===== src/rtl/padcfg_pkg.sv =====
package padcfg_pkg;

  localparam int DATA_W = 32;
  localparam int IDX_W  = 4;
  localparam int NREG   = 14;

  localparam logic [DATA_W-1:0] UNLOCK_KEY = 32'h4C4F_434B;

  typedef enum logic [IDX_W-1:0] {
    RG_DIR    = 4'd0,
    RG_DEN    = 4'd1,
    RG_ANA    = 4'd2,
    RG_AFEN   = 4'd3,
    RG_FSEL   = 4'd4,
    RG_PU     = 4'd5,
    RG_PD     = 4'd6,
    RG_OD     = 4'd7,
    RG_D2     = 4'd8,
    RG_D4     = 4'd9,
    RG_D8     = 4'd10,
    RG_SLEW   = 4'd11,
    RG_KEY    = 4'd12,
    RG_COMMIT = 4'd13
  } reg_sel_e;

  // Returns 1 when a word holds the unlock key.
  function automatic logic key_matches(input logic [DATA_W-1:0] word);
    return word == UNLOCK_KEY;
  endfunction

endpackage


===== src/rtl/padcfg_keylock.sv =====
module padcfg_keylock #(
  parameter int NPINS = 8,
  parameter logic [NPINS-1:0] COMMIT_RST = '1
) (
  input  logic                      clk,
  input  logic                      rst_n,
  input  logic                      key_we,
  input  logic                      commit_we,
  input  logic [padcfg_pkg::DATA_W-1:0] wdata,
  output logic                      locked,
  output logic [NPINS-1:0]          commit,
  output logic                      key_unlock_ev,
  output logic                      commit_blocked
);

  logic key_hit;

  assign key_hit        = padcfg_pkg::key_matches(wdata);
  assign key_unlock_ev  = key_we && key_hit;
  assign commit_blocked = commit_we && locked;

  always_ff @(posedge clk) begin
    if (!rst_n) begin
      locked <= 1'b1;
    end else if (key_we) begin
      locked <= !key_hit;
    end
  end

  always_ff @(posedge clk) begin
    if (!rst_n) begin
      commit <= COMMIT_RST;
    end else if (commit_we && !locked) begin
      commit <= wdata[NPINS-1:0];
    end
  end

endmodule


===== src/rtl/padcfg_pinbank.sv =====
module padcfg_pinbank
  import padcfg_pkg::*;
#(
  parameter int NPINS = 8,
  parameter logic [NPINS-1:0] SPECIAL_PINS = '0
) (
  input  logic             clk,
  input  logic             rst_n,
  input  logic [NREG-1:0]  wr_sel,
  input  logic [NPINS-1:0] wd,
  input  logic [NPINS-1:0] commit,
  output logic [NPINS-1:0] dir_q,
  output logic [NPINS-1:0] den_q,
  output logic [NPINS-1:0] ana_q,
  output logic [NPINS-1:0] afen_q,
  output logic [NPINS-1:0] pu_q,
  output logic [NPINS-1:0] pd_q,
  output logic [NPINS-1:0] od_q,
  output logic [NPINS-1:0] d2_q,
  output logic [NPINS-1:0] d4_q,
  output logic [NPINS-1:0] d8_q,
  output logic [NPINS-1:0] slew_q,
  output logic [NPINS-1:0] dropped
);

  // Keep old bits where allow is 0, take new bits where allow is 1.
  function automatic logic [NPINS-1:0] guarded(input logic [NPINS-1:0] old_v,
                                               input logic [NPINS-1:0] new_v,
                                               input logic [NPINS-1:0] allow);
    return (old_v & ~allow) | (new_v & allow);
  endfunction

  // Clear the bits that another register has just claimed.
  function automatic logic [NPINS-1:0] strip(input logic [NPINS-1:0] old_v,
                                             input logic [NPINS-1:0] claim);
    return old_v & ~claim;
  endfunction

  logic prot_wr;
  logic [NPINS-1:0] claim_ok;
  logic unused_sel;

  assign prot_wr    = wr_sel[RG_DEN] | wr_sel[RG_AFEN] | wr_sel[RG_PU] | wr_sel[RG_PD];
  assign claim_ok   = wd & commit;
  assign dropped    = prot_wr ? (wd ^ guarded(wd, '0, ~commit)) & ~commit : '0;
  assign unused_sel = ^{wr_sel[RG_FSEL], wr_sel[RG_KEY], wr_sel[RG_COMMIT]};

  // Unprotected plain registers
  always_ff @(posedge clk) begin
    if (!rst_n) begin
      dir_q  <= '0;
      ana_q  <= '0;
      od_q   <= '0;
      slew_q <= '0;
    end else begin
      if (wr_sel[RG_DIR])  dir_q  <= wd;
      if (wr_sel[RG_ANA])  ana_q  <= wd;
      if (wr_sel[RG_OD])   od_q   <= wd;
      if (wr_sel[RG_SLEW]) slew_q <= wd;
    end
  end

  // Protected enables
  always_ff @(posedge clk) begin
    if (!rst_n) begin
      den_q  <= '1;
      afen_q <= SPECIAL_PINS;
    end else begin
      if (wr_sel[RG_DEN])  den_q  <= guarded(den_q, wd, commit);
      if (wr_sel[RG_AFEN]) afen_q <= guarded(afen_q, wd, commit);
    end
  end

  // Mutually exclusive pulls, protected
  always_ff @(posedge clk) begin
    if (!rst_n) begin
      pu_q <= '0;
      pd_q <= '0;
    end else if (wr_sel[RG_PU]) begin
      pu_q <= guarded(pu_q, wd, commit);
      pd_q <= strip(pd_q, claim_ok);
    end else if (wr_sel[RG_PD]) begin
      pd_q <= guarded(pd_q, wd, commit);
      pu_q <= strip(pu_q, claim_ok);
    end
  end

  // One-of-three drive strength
  always_ff @(posedge clk) begin
    if (!rst_n) begin
      d2_q <= '1;
      d4_q <= '0;
      d8_q <= '0;
    end else if (wr_sel[RG_D2]) begin
      d2_q <= wd;
      d4_q <= strip(d4_q, wd);
      d8_q <= strip(d8_q, wd);
    end else if (wr_sel[RG_D4]) begin
      d4_q <= wd;
      d2_q <= strip(d2_q, wd);
      d8_q <= strip(d8_q, wd);
    end else if (wr_sel[RG_D8]) begin
      d8_q <= wd;
      d2_q <= strip(d2_q, wd);
      d4_q <= strip(d4_q, wd);
    end
  end

endmodule


===== src/rtl/padcfg_bank.sv =====
module padcfg_bank
  import padcfg_pkg::*;
#(
  parameter int NPINS  = 8,
  parameter int FSEL_W = 4,
  parameter int ADDR_W = 6,
  parameter logic [NPINS-1:0] SPECIAL_PINS = 8'h09
) (
  input  logic                     clk,
  input  logic                     rst_n,
  input  logic                     bus_we,
  input  logic [ADDR_W-1:0]        bus_addr,
  input  logic [DATA_W-1:0]        bus_wdata,
  output logic [DATA_W-1:0]        bus_rdata,
  output logic [NPINS-1:0]         pad_dir,
  output logic [NPINS-1:0]         pad_den,
  output logic [NPINS-1:0]         pad_ana,
  output logic [NPINS-1:0]         pad_afen,
  output logic [FSEL_W*NPINS-1:0]  pad_fsel,
  output logic [NPINS-1:0]         pad_pu,
  output logic [NPINS-1:0]         pad_pd,
  output logic [NPINS-1:0]         pad_od,
  output logic [NPINS-1:0]         pad_drv2,
  output logic [NPINS-1:0]         pad_drv4,
  output logic [NPINS-1:0]         pad_drv8,
  output logic [NPINS-1:0]         pad_slew
);

  localparam int FSEL_TOT = FSEL_W * NPINS;

  logic [IDX_W-1:0]   reg_idx;
  logic               aligned;
  logic [NREG-1:0]    wr_sel;
  logic               lock_state;
  logic [NPINS-1:0]   commit_q;
  logic               key_unlock_ev;
  logic               commit_blocked;
  logic [NPINS-1:0]   prot_dropped;
  logic [NPINS-1:0]   slew_raw;
  logic [FSEL_TOT-1:0] fsel_q;

  assign reg_idx = bus_addr[IDX_W+1:2];
  assign aligned = (bus_addr[1:0] == 2'b00);

  // Write decode: one strobe per register
  for (genvar r = 0; r < NREG; r++) begin : g_dec
    assign wr_sel[r] = bus_we && aligned && (reg_idx == IDX_W'(r));
  end

  padcfg_keylock #(
    .NPINS      (NPINS),
    .COMMIT_RST (~SPECIAL_PINS)
  ) u_keylock (
    .clk            (clk),
    .rst_n          (rst_n),
    .key_we         (wr_sel[RG_KEY]),
    .commit_we      (wr_sel[RG_COMMIT]),
    .wdata          (bus_wdata),
    .locked         (lock_state),
    .commit         (commit_q),
    .key_unlock_ev  (key_unlock_ev),
    .commit_blocked (commit_blocked)
  );

  padcfg_pinbank #(
    .NPINS        (NPINS),
    .SPECIAL_PINS (SPECIAL_PINS)
  ) u_pinbank (
    .clk     (clk),
    .rst_n   (rst_n),
    .wr_sel  (wr_sel),
    .wd      (bus_wdata[NPINS-1:0]),
    .commit  (commit_q),
    .dir_q   (pad_dir),
    .den_q   (pad_den),
    .ana_q   (pad_ana),
    .afen_q  (pad_afen),
    .pu_q    (pad_pu),
    .pd_q    (pad_pd),
    .od_q    (pad_od),
    .d2_q    (pad_drv2),
    .d4_q    (pad_drv4),
    .d8_q    (pad_drv8),
    .slew_q  (slew_raw),
    .dropped (prot_dropped)
  );

  // Per-pin function fields and slew gating
  for (genvar p = 0; p < NPINS; p++) begin : g_pin
    always_ff @(posedge clk) begin
      if (!rst_n) begin
        fsel_q[FSEL_W*p +: FSEL_W] <= '0;
      end else if (wr_sel[RG_FSEL]) begin
        fsel_q[FSEL_W*p +: FSEL_W] <= bus_wdata[(FSEL_W*p) % DATA_W +: FSEL_W];
      end
    end
    assign pad_slew[p] = slew_raw[p] & pad_drv8[p];
  end

  assign pad_fsel = fsel_q;

  // Read mux
  always_comb begin
    bus_rdata = '0;
    unique case (reg_idx)
      RG_DIR:    bus_rdata[NPINS-1:0] = pad_dir;
      RG_DEN:    bus_rdata[NPINS-1:0] = pad_den;
      RG_ANA:    bus_rdata[NPINS-1:0] = pad_ana;
      RG_AFEN:   bus_rdata[NPINS-1:0] = pad_afen;
      RG_FSEL:   bus_rdata = DATA_W'(fsel_q);
      RG_PU:     bus_rdata[NPINS-1:0] = pad_pu;
      RG_PD:     bus_rdata[NPINS-1:0] = pad_pd;
      RG_OD:     bus_rdata[NPINS-1:0] = pad_od;
      RG_D2:     bus_rdata[NPINS-1:0] = pad_drv2;
      RG_D4:     bus_rdata[NPINS-1:0] = pad_drv4;
      RG_D8:     bus_rdata[NPINS-1:0] = pad_drv8;
      RG_SLEW:   bus_rdata[NPINS-1:0] = slew_raw;
      RG_KEY:    bus_rdata[0] = lock_state;
      RG_COMMIT: bus_rdata[NPINS-1:0] = commit_q;
      default:   bus_rdata = '0;
    endcase
  end

endmodule


===== config.mk =====
export PLATFORM = sky130hd
export DESIGN_NAME = padcfg_bank
export DESIGN_NICKNAME = d
export VERILOG_FILES = /design/src/rtl/padcfg_pkg.sv /design/src/rtl/padcfg_keylock.sv /design/src/rtl/padcfg_pinbank.sv /design/src/rtl/padcfg_bank.sv
export SDC_FILE = /design/constraint.sdc
export NUM_CORES = 1
export LEC_CHECK = 0
export BUFFER_PORTS_ARGS = -buffer_cell sky130_fd_sc_hd__buf_2
export CAP_MARGIN = 20
export CORE_MARGIN = 2
export CORE_UTILIZATION = 40
export CTS_CLUSTER_SIZE = 25
export DETAILED_ROUTE_END_ITERATION = 12
export PLACE_DENSITY = 0.66
export SYNTH_ARGS = -nofsm -noshare
export SYNTH_HDL_FRONTEND = slang
export SYNTH_HIERARCHICAL = 1
export SYNTH_SLANG_ARGS = --single-unit

===== constraint.sdc =====
create_clock -name clk -period 1.84 [get_ports clk]
set_input_delay 0.184 -clock clk [delete_from_list [all_inputs] [get_ports clk]]
set_output_delay 0.184 -clock clk [all_outputs]
set_load 0.005 [all_outputs]

Word-level counts from Yosys, hierarchy flattened --
Index checks and enable logic that the tools add are counted.
Word-level totals: register bits 129, latch bits 0, bits in writable memories 0, memory bits (read-only) 0, input port bits 41, output and inout bits 152, logic and storage cells 98, memories 0
Operators by class: add/subtract/negate cells 0, multiply operators 0, div/mod/pow operators 0, $lt $le $gt $ge 0, eq/ne operators 14, shift operators 0, mux-type cells 16, bitwise gates (word level) 25, reduce and logical (&&, ||, !) cells 22
Operator list (count):
- $mux 8 | 13
- $pmux 7 s13 | 1
- $and 8x8->8 | 10
- $eq 32x31->1 const B | 1
- $or 8x8->8 | 4
- $eq 4x4->1 const B | 6
- $mux 24 | 1
- $not 8->8 | 3
- $eq 4x3->1 const B | 4
- $logic_and 1x1->1 | 16
- $pmux 1 s14 | 1
- $and 1x1->1 | 8
- $eq 4x2->1 const B | 2
- $eq 4x1->1 const B | 1
- $logic_not 4->1 | 1
- $reduce_bool 3->1 | 1
- $logic_not 1->1 | 2
- $logic_not 2->1 | 1
- $reduce_bool 2->1 | 1

Depth between registers and ports, before layout --
word-level depth 6, depth in mapped cells 11

Modules after synthesis --
The synthesis kept the hierarchy.
By module, submodules not included:
- padcfg_pinbank | times used 1, cells each 475, area an instance 4017.6 um^2, seq. area each 1761.7 um^2
- padcfg_bank | times used 1, cells each 335, area an instance 2573.7 um^2, seq. area each 640.6 um^2
- padcfg_keylock | times used 1, cells each 62, area an instance 498.0 um^2, seq. area each 180.2 um^2

Worst setup path before layout --
Ideal clock, no wire load.
path type input to register, start point input bus_addr[2], end point register u_pinbank.d2_q[0], setup time 129 ps, arrival time 1870 ps, slack -159 ps, cell stages on the path 8, path through buf_2 -> buf_4 -> buf_4 -> buf_2 -> nor3_1 -> buf_2 -> buf_2 -> o211ai_1
On the way: elaborated cells on any way between the ends 9
RTL lines:
- start: declaration | RTL line padcfg_bank.sv:12 | input logic [ADDR_W-1:0] bus_addr,
- $eq 4x4->1 (*) | RTL line padcfg_bank.sv:47 | assign wr_sel[r] = bus_we && aligned && (reg_idx == IDX_W'(r));
- $logic_and 1x1->1 (*) | RTL line padcfg_bank.sv:47
- named net wr_sel[8] | RTL line padcfg_bank.sv:33 | logic [NREG-1:0] wr_sel;
- $reduce_bool 3->1 (no line) or $mux 8 (tied branches)
- end signal: assignment | RTL line padcfg_pinbank.sv:95 | d2_q <= wd;
- end signal: assignment | RTL line padcfg_pinbank.sv:100 | d2_q <= strip(d2_q, wd);
- end signal: assignment | RTL line padcfg_pinbank.sv:104 | d2_q <= strip(d2_q, wd);
- end: declaration | RTL line padcfg_pinbank.sv:19 | output logic [NPINS-1:0] d2_q,
Mark *: on every way through the listed nets, which the timed path passes. The rest lies on a longest branch. A chain may end at the register's enable or synchronous reset.

==> results.json <==
{
  "swShare_pct": 25.8,
  "ant_nets": 0,
  "die_w_um": 136,
  "synth_warnings": 6,
  "path_max_fanout": 3,
  "p_leak_nw": 3.95,
  "detail_route.wl_per_cell_um": 19.1,
  "grt_pass1_wl_mm": 37.8,
  "setup_ws_ns": -0.273,
  "hold_end": "pad_fsel[27]",
  "clockRootBuffer": "clkbuf_16",
  "syn_area_per_cell_sq_um": 8.13,
  "p_clk_share_pct": 48.8,
  "max-cap-violations": 0,
  "die_y_um": 136,
  "dp_hpwl_mm": 18.2,
  "p_comb_share_pct": 8.8,
  "grt_pass1_vias": 6497,
  "die_area_sq_um": 18400,
  "min-delay-start": "bus_wdata[27]",
  "timing.final.crit_period_ns": 2.11,
  "drt-vias-per-instance": 5.46,
  "vias": 7160,
  "tightest_slew_ns": 0.551,
  "slowest_delay_ns": 0.48,
  "finalSetupViolCount": 5,
  "synth_fp_nets": 893,
  "maxSlewHeadroom_pct": 62.7,
  "syn_inst": 852,
  "power_frac_seq_pct": 42.3,
  "numCtsBuffers": 17,
  "antenna_found_initial": 0,
  "rsz0062_at_grt": "yes",
  "switching_power_w": 0.00171,
  "period_share_pct": 115,
  "required_ns": 1.66,
  "regArea_sq_um": 2620,
  "p_int_w": 0.00494,
  "rows": 48,
  "cp_cell_sequence": "mux4_2, nand2_2, or4b_4, buf_6",
  "skew_ns": 0.00709,
  "setup_tns_ns": -0.589,
  "drt_wl_total_mm": 25.0,
  "numPortBuffers": 192,
  "fin_util_pct": 54.1,
  "initial_core_util_pct": 40.5,
  "clock_latency_ns": 0.43,
  "nets": 1114,
  "first_pass_iters": 5,
  "powerDensity_nw_per_um2": 719,
  "netlist_area_sq_um": 6920,
  "end_kind": "output pin",
  "gp_congestion": 0.917,
  "clock_sinks": 129,
  "fillers": 1627,
  "violations": "setup timing",
  "drc_errors": 0,
  "antenna_cells": 0,
  "reg2reg_slack_ns": 0.77,
  "outcome": "finished, violations left",
  "core_sq_um": 17100,
  "crit_family": "simple AND/OR/NAND/NOR gates",
  "ir_drop_uv": 659,
  "r2r_cells": 3,
  "whs_path_depth": 3,
  "area_delta_synth_final_pct": 33.6,
  "crit_buf_inv": 1,
  "cp-start-kind": "flop",
  "overflow": 0,
  "finalHoldViolCount": 0,
  "htree_levels": 4,
  "grt_max_degree": 57,
  "crit_arrival_ns": 1.93,
  "clk_pin_slew_ns": 0.06,
  "drv_slew": 0,
  "r2r-start": "u_keylock/locked",
  "tritoncts": "done",
  "cts_max_path_buffers": 2,
  "grt_use_total_pct": 26.9,
  "drive_above_1_share_pct": 34.0,
  "crit_type": "reg -> out",
  "max_freq_mhz": 473,
  "crit_slowest_cell": "or4b_4",
  "multi_input_area_sq_um": 3990,
  "hp-class": "in -> reg",
  "drt_iter0_drc": 727,
  "pin_count": 193,
  "timing.rr.end": "u_keylock/commit[0]"
}
==> how the worst max path moves through the flow <==
stage                      from           endpoint  slack (ns)  depth (start not counted)
finish                     flop       bus_rdata[5]       -0.27                          4
global route               flop       bus_rdata[5]       -0.30                          4
CTS                        flop       bus_rdata[5]       -0.28                          4
detailed placement  bus_addr[5]  u_pinbank/d8_q[2]       -0.05                          7
global placement    bus_addr[2]       bus_rdata[1]        0.01                          7
floorplan           bus_addr[2]  u_pinbank/d2_q[0]        0.03                          8
==> power groups by stage <==
stage / Sequential [W] / Clock, W / Combinational (W)
6_report: 0.00281 / 0.00325 / 0.000588
5_1_grt: 0.00281 / 0.00341 / 0.000627
4_1_cts: 0.00282 / 0.00328 / 0.000568
3_5_place_dp: 0.00288 / 0 / 0.000544
3_3_place_gp: 0.00288 / 0 / 0.000539
2_1_floorplan: 0.00288 / 0 / 0.000300
==> cell usage in the layout, fill, tap and decap left out, types with 17 or more instances in the layout <==
cell type    n
buf_2      190
nand2_1    152
dfxtp_1    106
buf_4       80
nor2b_1     57
nand3_1     51
o21ai_0     47
mux2i_1     45
and2_1      40
a21oi_1     31
a21boi_1    29
a21boi_0    25
nand3b_1    23
nor2_1      20
dfxtp_2     20
clkbuf_16   17
==> timing repair <==
action | 4_1_cts | 5_1_grt
setup endpoints to repair | 6 | 7
resized for setup | 27 | 18
hold buffers | 9 | 0
endpoints found under the hold margin | 9 | 0
setup buffers | 2 | 3
pin swaps | 8 | 8
==> per-stage QoR <==
stage | setup slack (ns) | power [W] | instance area [sq um] | hold slack, ns | instances
3_3_place_gp | 0.0124 | 0.00342 | 8430 | 0.436 | 1265
3_5_place_dp | -0.0458 | 0.00342 | 8430 | 0.443 | 1265
5_1_grt | -0.302 | 0.00685 | 9250 | 0.00865 | 1311
4_1_cts | -0.276 | 0.00666 | 9170 | 0.000323 | 1308
2_1_floorplan | 0.0340 | 0.00318 | 6930 | 0.256 | 852
6_report | -0.273 | 0.00665 | 9250 | 0.00703 | 1311
==> layout make-up <==
cell class                      instances  share of cell area, %
Inverter                                4                  0.176
Clock inverter                         14                   1.46
Tap cell                              225                   3.04
Multi-Input combinational cell        634                   43.1
Sequential cell                       129                   28.3
Clock buffer                           18                   4.64
Timing Repair Buffer                  287                   19.3
==> per-layer routing <==
layer	vias up	share of wire (%)	track usage, %
li1	3398	-	-
met1	3385	43	36.0
met2	335	47	43.4
met3	42	8.3	6.55
met4	0	2.3	7.06
met5	-	0	0
==> worst reg2reg max path: stages (launching register included) <==
cell,delay (ns)
dfxtp_1,0.39
nand2b_1,0.36
nand2_1,0.10
a21oi_1,0.15
No activity file was read; power rests on OpenSTA's default activity.
